$ cat src/rtl/dma_chan_pkg.sv
package dma_chan_pkg;

  typedef enum logic [1:0] {
    PH_IDLE = 2'd0,
    PH_RD   = 2'd1,
    PH_WR   = 2'd2
  } phase_e;

  // low control byte, MSB first
  typedef struct packed {
    logic       dst_inc;
    logic       src_inc;
    logic       size8;
    logic       en;
    logic [1:0] src_sel;
    logic       flag;
    logic       ring;
  } ctl_lo_t;

  localparam logic [1:0] SEL_SW_CHAIN = 2'd0;
  localparam logic [1:0] SEL_CHAIN_ALL = 2'd1;
  localparam logic [1:0] SEL_SERIAL   = 2'd2;
  localparam logic [1:0] SEL_EXT      = 2'd3;

  localparam logic [2:0] RA_CTL_LO = 3'd0;
  localparam logic [2:0] RA_CTL_HI = 3'd1;
  localparam logic [2:0] RA_SRC    = 3'd2;
  localparam logic [2:0] RA_DST    = 3'd3;
  localparam logic [2:0] RA_CNT    = 3'd4;

  // address step after one unit
  function automatic logic [1:0] step_of(logic size8, logic inc);
    if (!inc) return 2'd0;
    return size8 ? 2'd1 : 2'd2;
  endfunction

endpackage

$ cat src/rtl/dma_req_sel.sv
module dma_req_sel
  import dma_chan_pkg::*;
#(
  parameter int EXT_N = 10
) (
  input  logic             clk,
  input  logic             rst_n,
  input  logic [1:0]       src_sel,
  input  logic [3:0]       ext_sel,
  input  logic             sw_start,
  input  logic             chain_one,
  input  logic             chain_all,
  input  logic             ser_rx,
  input  logic [EXT_N-1:0] ext_req,
  output logic             hit
);
  logic ext_line;

  always_comb begin
    ext_line = 1'b0;
    for (int i = 0; i < EXT_N; i++)
      if (ext_sel == 4'(i)) ext_line = ext_req[i];
  end

  always_comb begin
    unique case (src_sel)
      SEL_SW_CHAIN:  hit = sw_start | chain_one;
      SEL_CHAIN_ALL: hit = chain_all;
      SEL_SERIAL:    hit = ser_rx;
      default:       hit = ext_line;
    endcase
  end

  AST_BAD_CODE_SILENT: assert property (@(posedge clk) disable iff (!rst_n)
    (src_sel == SEL_EXT && ext_sel >= 4'(EXT_N)) |-> !hit);
  AST_SERIAL_ONLY: assert property (@(posedge clk) disable iff (!rst_n)
    (src_sel == SEL_SERIAL && !ser_rx) |-> !hit);
endmodule

$ cat src/rtl/dma_ctl_regs.sv
module dma_ctl_regs
  import dma_chan_pkg::*;
(
  input  logic       clk,
  input  logic       rst_n,
  input  logic       wr_lo,
  input  logic       wr_hi,
  input  logic [7:0] wbyte,
  input  logic       req_hit,
  input  logic       accept,
  input  logic       auto_off,
  output ctl_lo_t    ctl,
  output logic [3:0] ext_sel
);
  ctl_lo_t    ctl_q;
  logic [3:0] ext_q;

  always_ff @(posedge clk or negedge rst_n) begin
    if (!rst_n) begin
      ctl_q <= '0;
      ext_q <= '0;
    end else begin
      if (wr_lo) begin
        ctl_q.ring    <= wbyte[0];
        ctl_q.src_sel <= wbyte[3:2];
        ctl_q.en      <= wbyte[4];
        ctl_q.size8   <= wbyte[5];
        ctl_q.src_inc <= wbyte[6];
        ctl_q.dst_inc <= wbyte[7];
      end
      if (auto_off) ctl_q.en <= 1'b0;
      if (req_hit)
        ctl_q.flag <= 1'b1;
      else if (accept || (wr_lo && !wbyte[1]))
        ctl_q.flag <= 1'b0;
      if (wr_hi) ext_q <= wbyte[7:4];
    end
  end

  assign ctl     = ctl_q;
  assign ext_sel = ext_q;

  AST_FLAG_W1_KEEPS: assert property (@(posedge clk) disable iff (!rst_n)
    (wr_lo && wbyte[1] && !req_hit && !accept) |=> (ctl_q.flag == $past(ctl_q.flag)));
  AST_HIT_SETS_FLAG: assert property (@(posedge clk) disable iff (!rst_n)
    req_hit |=> ctl_q.flag);
endmodule

$ cat src/rtl/dma_xfer_eng.sv
module dma_xfer_eng
  import dma_chan_pkg::*;
#(
  parameter int AW = 16,
  parameter int CW = 16
) (
  input  logic          clk,
  input  logic          rst_n,
  input  logic          flag,
  input  logic          en,
  input  logic          ring,
  input  logic          size8,
  input  logic          src_inc,
  input  logic          dst_inc,
  input  logic          wr_src,
  input  logic          wr_dst,
  input  logic          wr_cnt,
  input  logic [AW-1:0] wdata,
  input  logic [15:0]   mem_rdata,
  output logic          accept,
  output logic          auto_off,
  output logic [AW-1:0] src_addr,
  output logic [AW-1:0] dst_addr,
  output logic [CW-1:0] count,
  output logic          mem_req,
  output logic          mem_we,
  output logic [AW-1:0] mem_addr,
  output logic [15:0]   mem_wdata,
  output logic          one_done,
  output logic          all_done
);
  phase_e        ph;
  logic [15:0]   buf_q;
  logic [AW-1:0] src_q, dst_q, src_sh, dst_sh;
  logic [CW-1:0] cnt_q, cnt_sh;
  logic          last_unit;

  assign accept    = (ph == PH_IDLE) && flag && en;
  assign last_unit = (ph == PH_WR) && (cnt_q == CW'(1));
  assign auto_off  = last_unit && !ring;

  always_ff @(posedge clk or negedge rst_n) begin
    if (!rst_n) begin
      ph       <= PH_IDLE;
      buf_q    <= '0;
      src_q    <= '0;
      dst_q    <= '0;
      cnt_q    <= '0;
      src_sh   <= '0;
      dst_sh   <= '0;
      cnt_sh   <= '0;
      one_done <= 1'b0;
      all_done <= 1'b0;
    end else begin
      one_done <= 1'b0;
      all_done <= 1'b0;
      unique case (ph)
        PH_IDLE: if (accept) ph <= PH_RD;
        PH_RD: begin
          buf_q <= size8 ? {8'h00, mem_rdata[7:0]} : mem_rdata;
          ph    <= PH_WR;
        end
        default: begin
          ph       <= PH_IDLE;
          one_done <= 1'b1;
          all_done <= last_unit;
          if (last_unit && ring) begin
            src_q <= src_sh;
            dst_q <= dst_sh;
            cnt_q <= cnt_sh;
          end else begin
            src_q <= src_q + AW'(step_of(size8, src_inc));
            dst_q <= dst_q + AW'(step_of(size8, dst_inc));
            cnt_q <= cnt_q - CW'(1);
          end
        end
      endcase
      if (wr_src) begin src_q <= wdata;         src_sh <= wdata;         end
      if (wr_dst) begin dst_q <= wdata;         dst_sh <= wdata;         end
      if (wr_cnt) begin cnt_q <= wdata[CW-1:0]; cnt_sh <= wdata[CW-1:0]; end
    end
  end

  assign mem_req   = (ph != PH_IDLE);
  assign mem_we    = (ph == PH_WR);
  assign mem_addr  = (ph == PH_WR) ? dst_q : src_q;
  assign mem_wdata = buf_q;
  assign src_addr  = src_q;
  assign dst_addr  = dst_q;
  assign count     = cnt_q;

  AST_RD_THEN_WR: assert property (@(posedge clk) disable iff (!rst_n)
    (ph == PH_RD) |=> (ph == PH_WR));
  AST_OFF_STAYS_IDLE: assert property (@(posedge clk) disable iff (!rst_n)
    (ph == PH_IDLE && !en) |=> (ph == PH_IDLE));
  AST_ONE_PULSE_SHORT: assert property (@(posedge clk) disable iff (!rst_n)
    one_done |=> !one_done);
  AST_ALL_WITH_ONE: assert property (@(posedge clk) disable iff (!rst_n)
    all_done |-> one_done);
  AST_RING_RELOAD: assert property (@(posedge clk) disable iff (!rst_n)
    (last_unit && ring && !wr_src && !wr_cnt) |=> (src_q == src_sh && cnt_q == cnt_sh));
endmodule

$ cat src/rtl/dma_chan.sv
module dma_chan
  import dma_chan_pkg::*;
#(
  parameter int AW    = 16,
  parameter int CW    = 16,
  parameter int EXT_N = 10
) (
  input  logic             clk,
  input  logic             rst_n,
  input  logic             reg_we,
  input  logic [2:0]       reg_addr,
  input  logic [AW-1:0]    reg_wdata,
  output logic [AW-1:0]    reg_rdata,
  input  logic             sw_start,
  input  logic             chain_one_done,
  input  logic             chain_all_done,
  input  logic             ser_rx_evt,
  input  logic [EXT_N-1:0] ext_req,
  output logic             mem_req,
  output logic             mem_we,
  output logic             mem_size8,
  output logic [AW-1:0]    mem_addr,
  output logic [15:0]      mem_wdata,
  input  logic [15:0]      mem_rdata,
  output logic             one_done,
  output logic             all_done
);
  localparam int PAD = AW - 8;

  ctl_lo_t       ctl;
  logic [3:0]    ext_sel;
  logic          req_hit, accept, auto_off;
  logic          wr_lo, wr_hi, wr_src, wr_dst, wr_cnt;
  logic [AW-1:0] src_addr, dst_addr;
  logic [CW-1:0] count;

  assign wr_lo  = reg_we && (reg_addr == RA_CTL_LO);
  assign wr_hi  = reg_we && (reg_addr == RA_CTL_HI);
  assign wr_src = reg_we && (reg_addr == RA_SRC);
  assign wr_dst = reg_we && (reg_addr == RA_DST);
  assign wr_cnt = reg_we && (reg_addr == RA_CNT);

  dma_req_sel #(.EXT_N(EXT_N)) u_sel (
    .clk(clk), .rst_n(rst_n), .src_sel(ctl.src_sel), .ext_sel(ext_sel),
    .sw_start(sw_start), .chain_one(chain_one_done), .chain_all(chain_all_done),
    .ser_rx(ser_rx_evt), .ext_req(ext_req), .hit(req_hit)
  );

  dma_ctl_regs u_regs (
    .clk(clk), .rst_n(rst_n), .wr_lo(wr_lo), .wr_hi(wr_hi), .wbyte(reg_wdata[7:0]),
    .req_hit(req_hit), .accept(accept), .auto_off(auto_off),
    .ctl(ctl), .ext_sel(ext_sel)
  );

  dma_xfer_eng #(.AW(AW), .CW(CW)) u_eng (
    .clk(clk), .rst_n(rst_n), .flag(ctl.flag), .en(ctl.en), .ring(ctl.ring),
    .size8(ctl.size8), .src_inc(ctl.src_inc), .dst_inc(ctl.dst_inc),
    .wr_src(wr_src), .wr_dst(wr_dst), .wr_cnt(wr_cnt), .wdata(reg_wdata),
    .mem_rdata(mem_rdata), .accept(accept), .auto_off(auto_off),
    .src_addr(src_addr), .dst_addr(dst_addr), .count(count),
    .mem_req(mem_req), .mem_we(mem_we), .mem_addr(mem_addr), .mem_wdata(mem_wdata),
    .one_done(one_done), .all_done(all_done)
  );

  assign mem_size8 = ctl.size8;

  always_comb begin
    unique case (reg_addr)
      RA_CTL_LO: reg_rdata = {{PAD{1'b0}}, ctl};
      RA_CTL_HI: reg_rdata = {{PAD{1'b0}}, ext_sel, 4'b0000};
      RA_SRC:    reg_rdata = src_addr;
      RA_DST:    reg_rdata = dst_addr;
      RA_CNT:    reg_rdata = AW'(count);
      default:   reg_rdata = '0;
    endcase
  end

  AST_EN_AFTER_LAST: assert property (@(posedge clk) disable iff (!rst_n)
    (all_done && !$past(wr_lo)) |-> (ctl.en == ctl.ring));
endmodule

$ cat config.mk
export PLATFORM = sky130hd
export DESIGN_NAME = dma_chan
export DESIGN_NICKNAME = d
export VERILOG_FILES = /design/src/rtl/dma_chan_pkg.sv /design/src/rtl/dma_req_sel.sv /design/src/rtl/dma_ctl_regs.sv /design/src/rtl/dma_xfer_eng.sv /design/src/rtl/dma_chan.sv
export SDC_FILE = /design/constraint.sdc
export NUM_CORES = 1
export LEC_CHECK = 0
export CORE_MARGIN = 5
export CORE_UTILIZATION = 55
export DETAILED_ROUTE_END_ITERATION = 10
export GPL_TIMING_DRIVEN = 0
export PLACE_DENSITY = 0.78
export SETUP_SLACK_MARGIN = 0.3
export SYNTH_ARGS = -nofsm -noshare
export SYNTH_HDL_FRONTEND = slang
export SYNTH_SLANG_ARGS = --single-unit
$ cat constraint.sdc
create_clock -name clk -period 2.6 [get_ports clk]
set_clock_uncertainty 0.05 [all_clocks]
set_input_delay 0.52 -clock clk [delete_from_list [all_inputs] [get_ports clk]]
set_output_delay 0.52 -clock clk [all_outputs]
set_load 0.01 [all_outputs]
==> impl_metrics.py, run 1 <==
metrics = {
    "global_route": {
        "grt_pass1_vias": 6751,
        "groute.usage.overall": 0.301,
        "grt_pass1_wl_um": 36900,
        "grt_max_degree": 92,
        "grt-ovfl-total": 0,
        "antenna_found_initial": 0,
    },
    "detailed_routing": {
        "post_drt_wl_per_cell_um": 20.8,
        "ant_nets": 0,
        "vias": 7144,
        "wl_um": 24300,
        "drtPass1Iterations": 5,
        "viasPerCell": 6.14,
        "drc": 0,
        "drtIter0Drc": 755,
    },
    "clock_tree": {
        "clk_latency_ps": 430,
        "path_clk_slew_ps": 60,
        "htreeDepth": 4,
        "clock_sinks": 128,
        "cts_buffer_depth": 2,
        "cts_root_buf": "clkbuf_16",
        "cts_tree": "yes",
        "cts_buffers": 17,
    },
    "timing": {
        "max_freq_ghz": 0.415,
        "rsz0062_at_grt": "yes",
        "setup_viol": 0,
        "period_needed_ps": 2410,
        "fin_ws_ps": 190,
        "finalCritPeriodShare": 0.927,
        "whs_ps": 421,
        "hold_violations": 0,
        "finalSetupTns_ps": 0,
        "tightest_slew_ps": 625,
        "max_slew_margin": 0.583,
        "drv_slew": 0,
    },
    "place": {
        "placed_cells": 1098,
        "dpl-instance-area_sq_um": 8540,
        "post-place-ws_ps": -1190,
        "hpwl_um": 15600,
        "gp_congestion": 0.958,
        "port_buffers": 104,
    },
    "setup_path": {
        "cp_max_fo": 10,
        "crit_path_end_kind": "output port",
        "cp.arrival_ps": 1840,
        "start_kind": "input port",
        "critical_path_class": "in -> out",
        "worst_ep_required_time_ps": 2030,
    },
    "final_layout": {
        "final_layout_size_suffix_gt1_frac": 0.219,
        "final_nets": 1035,
        "final_cells": 1164,
        "fin_area_sq_um": 9890,
        "diodes": 0,
        "areaGrowthSynthToFinish_pct": 36.5,
        "post-route-util": 0.756,
    },
    "synth": {
        "yosys.area.top_type": "dfrtp_1",
        "yosys.cell_types.count": 52,
        "syn_inst": 817,
        "synth_nets": 877,
        "synthesis.area_sq_um": 7250,
        "synth-edff-count": 0,
        "ys_top_cells_by_count": "nand2_1, dfrtp_1, o21ai_0, nor2_1, clkbuf_1",
        "synth-seq-cells": 128,
        "async_flop_share": 1.00,
        "synthDominantCellAreaShare": 0.442,
        "synth_most_common_cell": "nand2_1",
        "synth-main-ff-cell": "dfrtp_1",
        "yosysSeqAreaShare": 0.442,
        "avgSynthCellArea_sq_um": 8.87,
        "ys_top_cells_by_area": "dfrtp_1, nand2_1, mux2_2, o21ai_0, a22oi_1",
        "yosysWarningCount": 0,
    },
    "pwr": {
        "p_total_mw": 10.6,
        "power.density_nw_per_um2": 1070,
        "ir_drop_mv": 0.570,
        "p_leak_nw": 4.54,
    },
    "die": {
        "rows": 42,
        "top_level_ports": 105,
        "dieWidth_um": 125,
        "dieHeight_um": 125,
        "start_util": 0.554,
        "fp.coreArea_sq_um": 13100,
        "die-area_sq_um": 15600,
    },
    "run": {
        "cap_violations": 0,
    },
    "worst_hold_path": {
        "hp-class": "reg -> reg",
    },
    "status": {
        "status": "finished clean",
    },
}
## worst max-delay path, cell delays in order
cell           delay, ps
buf_4                140
buf_8                150
buf_12               110
buf_8                150
mux2i_1              360
o21ai_2              110
dlygate4sd2_1        300
## power breakdown
group	leakage (nW)	switching, mW	internal [mW]
Sequential	1.60	0.711	2.64
Clock	0.312	0.925	1.72
Combinational	2.63	2.34	2.26
Total	4.54	3.97	6.63
## worst paths after layout
kind,startpoint,to,slack [ps],cells past startpoint
max in group asynchronous,rst_n,u_eng.dst_addr[5],1220,3
max,reg_addr[0],reg_rdata[9],190,7
min,u_eng.cnt_sh[10],u_eng.cnt_sh[10],420,2
max reg2reg,u_regs.ctl[5],u_eng.dst_addr[6],230,11
min in group asynchronous,rst_n,u_eng.mem_wdata[0],510,2
min reg2reg,u_eng.cnt_sh[10],u_eng.cnt_sh[10],420,2
## final cells by class
type	count	area [sq um]
multi-input cells	621	4040
flip-flops and latches	128	3210
fillers	908	3190
repair buffers	139	1330
clock buffers	18	439
plain buffers	54	385
well taps	176	220
clock inverters	14	214
inverters	14	52.6
## kinds of logic (layout without fill, tap and decap cells)
family / Yosys count / after routing / synth area share
compound gates: 169 / 169 / 0.144
xor+xnor: 37 / 37 / 0.0447
fa+ha+maj: 8 / 8 / 0.0159
buf+inv: 68 / 239 / 0.0395
flops: 128 / 128 / 0.442
mux: 58 / 58 / 0.0879
simple gates: 349 / 349 / 0.226
## cells in the final DEF, fill, tap and decap left out, types with 8 or more instances in the layout
| cell | count |
|---|---|
| clkbuf_2 | 13 |
| nand4_1 | 8 |
| inv_1 | 12 |
| nand2b_1 | 13 |
| clkdlybuf4s50_1 | 66 |
| xnor2_1 | 25 |
| nor2_1 | 40 |
| o21ai_0 | 53 |
| buf_4 | 30 |
| mux2i_1 | 20 |
| dfrtp_1 | 121 |
| clkbuf_16 | 19 |
| buf_6 | 21 |
| buf_2 | 11 |
| dlygate4sd2_1 | 11 |
| a22oi_1 | 36 |
| mux2_4 | 10 |
| nand2_1 | 192 |
| mux2_2 | 25 |
| o21ai_1 | 26 |
| clkbuf_1 | 19 |
| xor2_1 | 12 |
| nand3_1 | 30 |
## per-layer routing
layer / GRT usage / routed length [um] / vias up
li1: - / - / 3176
met1: 0.419 / 9940 / 3435
met2: 0.442 / 10900 / 453
met3: 0.0673 / 2410 / 80
met4: 0.150 / 979 / 0
met5: 0 / 0 / -
## registers in the layout (all words and copies together), names as in the netlist
register	cells
u_eng.one_done	1
u_regs.ctl	8
u_eng.mem_wdata	16
u_eng.count	16
u_eng.cnt_sh	16
u_eng.src_addr	16
u_eng.src_sh	16
u_eng.ph	2
u_eng.dst_sh	16
u_eng.all_done	1
u_regs.ext_sel	4
u_eng.dst_addr	16
## timing repair
item | in CTS | in global routing
hold buffers | 1 | 0
gates resized for setup | 197 | 98
pin swaps | 5 | 18
endpoints found under the setup margin | 88 | 91
endpoints found under the hold margin | 37 | 0
buffers inserted | 18 | 13
gates cloned | 2 | 0
(Power assumes the default switching activity.)
==> run 2, diff against run 1 <==
--- a/config.mk
+++ b/config.mk
@@ -11,6 +11,7 @@
 export GPL_TIMING_DRIVEN = 0
 export PLACE_DENSITY = 0.78
 export SETUP_SLACK_MARGIN = 0.3
+export SKIP_LAST_GASP = 1
 export SYNTH_ARGS = -nofsm -noshare
 export SYNTH_HDL_FRONTEND = slang
 export SYNTH_SLANG_ARGS = --single-unit
==> results of run 2 <==
Final layout, timing and power as in run 1 (identical DEF).
==> run 3, diff against run 2 <==
--- a/config.mk
+++ b/config.mk
@@ -9,6 +9,7 @@
 export CORE_UTILIZATION = 55
 export DETAILED_ROUTE_END_ITERATION = 10
 export GPL_TIMING_DRIVEN = 0
+export HOLD_SLACK_MARGIN = 0.05
 export PLACE_DENSITY = 0.78
 export SETUP_SLACK_MARGIN = 0.3
 export SKIP_LAST_GASP = 1
==> constraint.sdc (replaced) <==
create_clock -name clk -period 2.6 [get_ports clk]
set_clock_uncertainty 0.05 [all_clocks]
set_input_delay 0.52 -clock clk [delete_from_list [all_inputs] [get_ports clk]]
set_output_delay 0.52 -clock clk [all_outputs]
set_load 0.02 [all_outputs]
==> run 3 against run 2 <==
Net effect:
- sequential power hardly changed
- fmax grew 5.1%
- sequential share of layout area increased by 1.5 points
- routed wire length is 2.6% lower
- total power shrank 4.9%
- register-to-register slack improved by 110 ps
- via count decreased by 2.7%
- clock power down 12%
- critical path type unchanged
==> impl_metrics.py, run 3 (synthesized netlist as in run 1, its figures left out) <==
metrics = {
    "status": {
        "status": "finished clean",
    },
    "detailed_routing": {
        "drtIter0Drc": 708,
        "drc": 0,
        "vias": 6951,
        "viasPerCell": 6.06,
        "wl_um": 23600,
        "post_drt_wl_per_cell_um": 20.6,
        "drtPass1Iterations": 6,
        "ant_nets": 0,
    },
    "timing": {
        "max_slew_margin": 0.550,
        "drv_slew": 0,
        "tightest_slew_ps": 675,
        "max_freq_ghz": 0.436,
        "finalCritPeriodShare": 0.882,
        "setup_viol": 0,
        "rsz0062_at_grt": "yes",
        "finalSetupTns_ps": 0,
        "fin_ws_ps": 307,
        "hold_violations": 0,
        "period_needed_ps": 2290,
    },
    "die": {
        "die-area_sq_um": 15600,
        "dieWidth_um": 125,
        "dieHeight_um": 125,
        "rows": 42,
        "fp.coreArea_sq_um": 13100,
        "top_level_ports": 105,
        "start_util": 0.554,
    },
    "setup_path": {
        "reg2reg_slack_ps": 340,
        "crit_slowest_cell": "clkdlybuf4s15_2",
        "rr_worst_depth": 8,
        "start_kind": "input port",
        "crit_path_end_kind": "output port",
        "cp.arrival_ps": 1720,
        "worst_ep_required_time_ps": 2030,
        "crit_chain": "clkdlybuf4s15_2 -> clkbuf_8 -> clkbuf_8 -> nand2b_4 -> o21ai_1 -> clkdlybuf4s15_2",
        "cp_max_fo": 10,
        "slowest_delay_ps": 280,
        "critical_path_class": "in -> out",
    },
    "pwr": {
        "ir_drop_mv": 0.554,
        "p_total_mw": 10.1,
        "p_leak_nw": 4.30,
        "power.density_nw_per_um2": 1070,
    },
    "clock_tree": {
        "cts_tree": "yes",
        "htreeDepth": 4,
        "cts_buffer_depth": 2,
        "cts_root_buf": "clkbuf_16",
        "path_clk_slew_ps": 50,
        "cts_buffers": 17,
        "clock_sinks": 128,
        "clk_latency_ps": 430,
    },
    "final_layout": {
        "fin_area_sq_um": 9460,
        "final_common_cell": "nand2_1",
        "fillers": 975,
        "areaGrowthSynthToFinish_pct": 30.5,
        "diodes": 0,
        "final_cell_mix": "nand2_1, dfrtp_1, clkdlybuf4s50_1, o21ai_0, nor2_1",
        "final_layout_size_suffix_gt1_frac": 0.206,
        "final_nets": 1018,
        "post-route-util": 0.723,
    },
    "global_route": {
        "grt_pass1_wl_um": 37200,
        "grt-ovfl-total": 0,
        "groute.usage.overall": 0.301,
        "antenna_found_initial": 0,
        "grt_max_degree": 93,
        "grt_pass1_vias": 6618,
    },
    "place": {
        "dpl-instance-area_sq_um": 8540,
        "hpwl_um": 15600,
        "post-place-ws_ps": -1240,
        "port_buffers": 104,
        "gp_congestion": 0.992,
    },
    "run": {
        "cap_violations": 0,
    },
    "worst_hold_path": {
        "hp-class": "reg -> reg",
        "hold_depth": 2,
    },
}
[run 3: layout make-up]
class,instances,area [sq um],area share
well taps,176,220,0.0233
multi-input cells,621,3950,0.417
clock buffers,23,498,0.0526
inverters,14,52.6,0.00556
plain buffers,54,380,0.0402
repair buffers,122,1060,0.112
clock inverters,9,81.3,0.00860
flip-flops and latches,128,3220,0.340
[run 3: where the power goes]
group,switching (mW),total [mW],leakage (nW),internal (mW)
sequential,0.718,3.36,1.60,2.65
combinational,2.45,4.39,2.42,1.94
clock,0.890,2.32,0.281,1.43
total,4.06,10.1,4.30,6.01
[run 3: final timing paths]
path | from | endpoint
hold / removal | u_eng.src_sh[1] | u_eng.src_sh[1]
min in group asynchronous | rst_n | u_eng.mem_wdata[2]
setup / recovery | reg_addr[1] | reg_rdata[10]
setup reg to reg | u_eng.ph[0] | u_eng.dst_addr[8]
max in group asynchronous | rst_n | u_eng.count[0]
hold reg to reg | u_eng.src_sh[1] | u_eng.src_sh[1]
[run 3: metrics by stage]
stage                     hold WS (ps)  std cells
after floorplan                    174        817
after global placement             404       1097
after detailed placement           389       1098
after CTS                          423       1144
after global routing               440       1147
final                              421       1147
[run 3: repair_timing]
item	in CTS	in global routing
resized for setup	218	76
buffers inserted	13	3
endpoints found under the setup margin	91	85
pin swaps	7	8
hold endpoints to repair	36	0
hold buffers	1	0
[run 3: per-layer routing]
| metal | vias to the layer above | GRT usage | share of wire |
|---|---|---|---|
| met3 | 70 | 0.0686 | 0.10 |
| met2 | 435 | 0.451 | 0.45 |
| met4 | 0 | 0.135 | 0.041 |
| li1 | 3139 | - | - |
| met5 | - | 0 | 0 |
| met1 | 3307 | 0.418 | 0.41 |
[run 3: critical path, delay by kind of cell]
family                 cells  cell delay [ps]
buffers and inverters      4              910
AO/OA/AOI/OAI              1              170
AND/OR/NAND/NOR            1              110
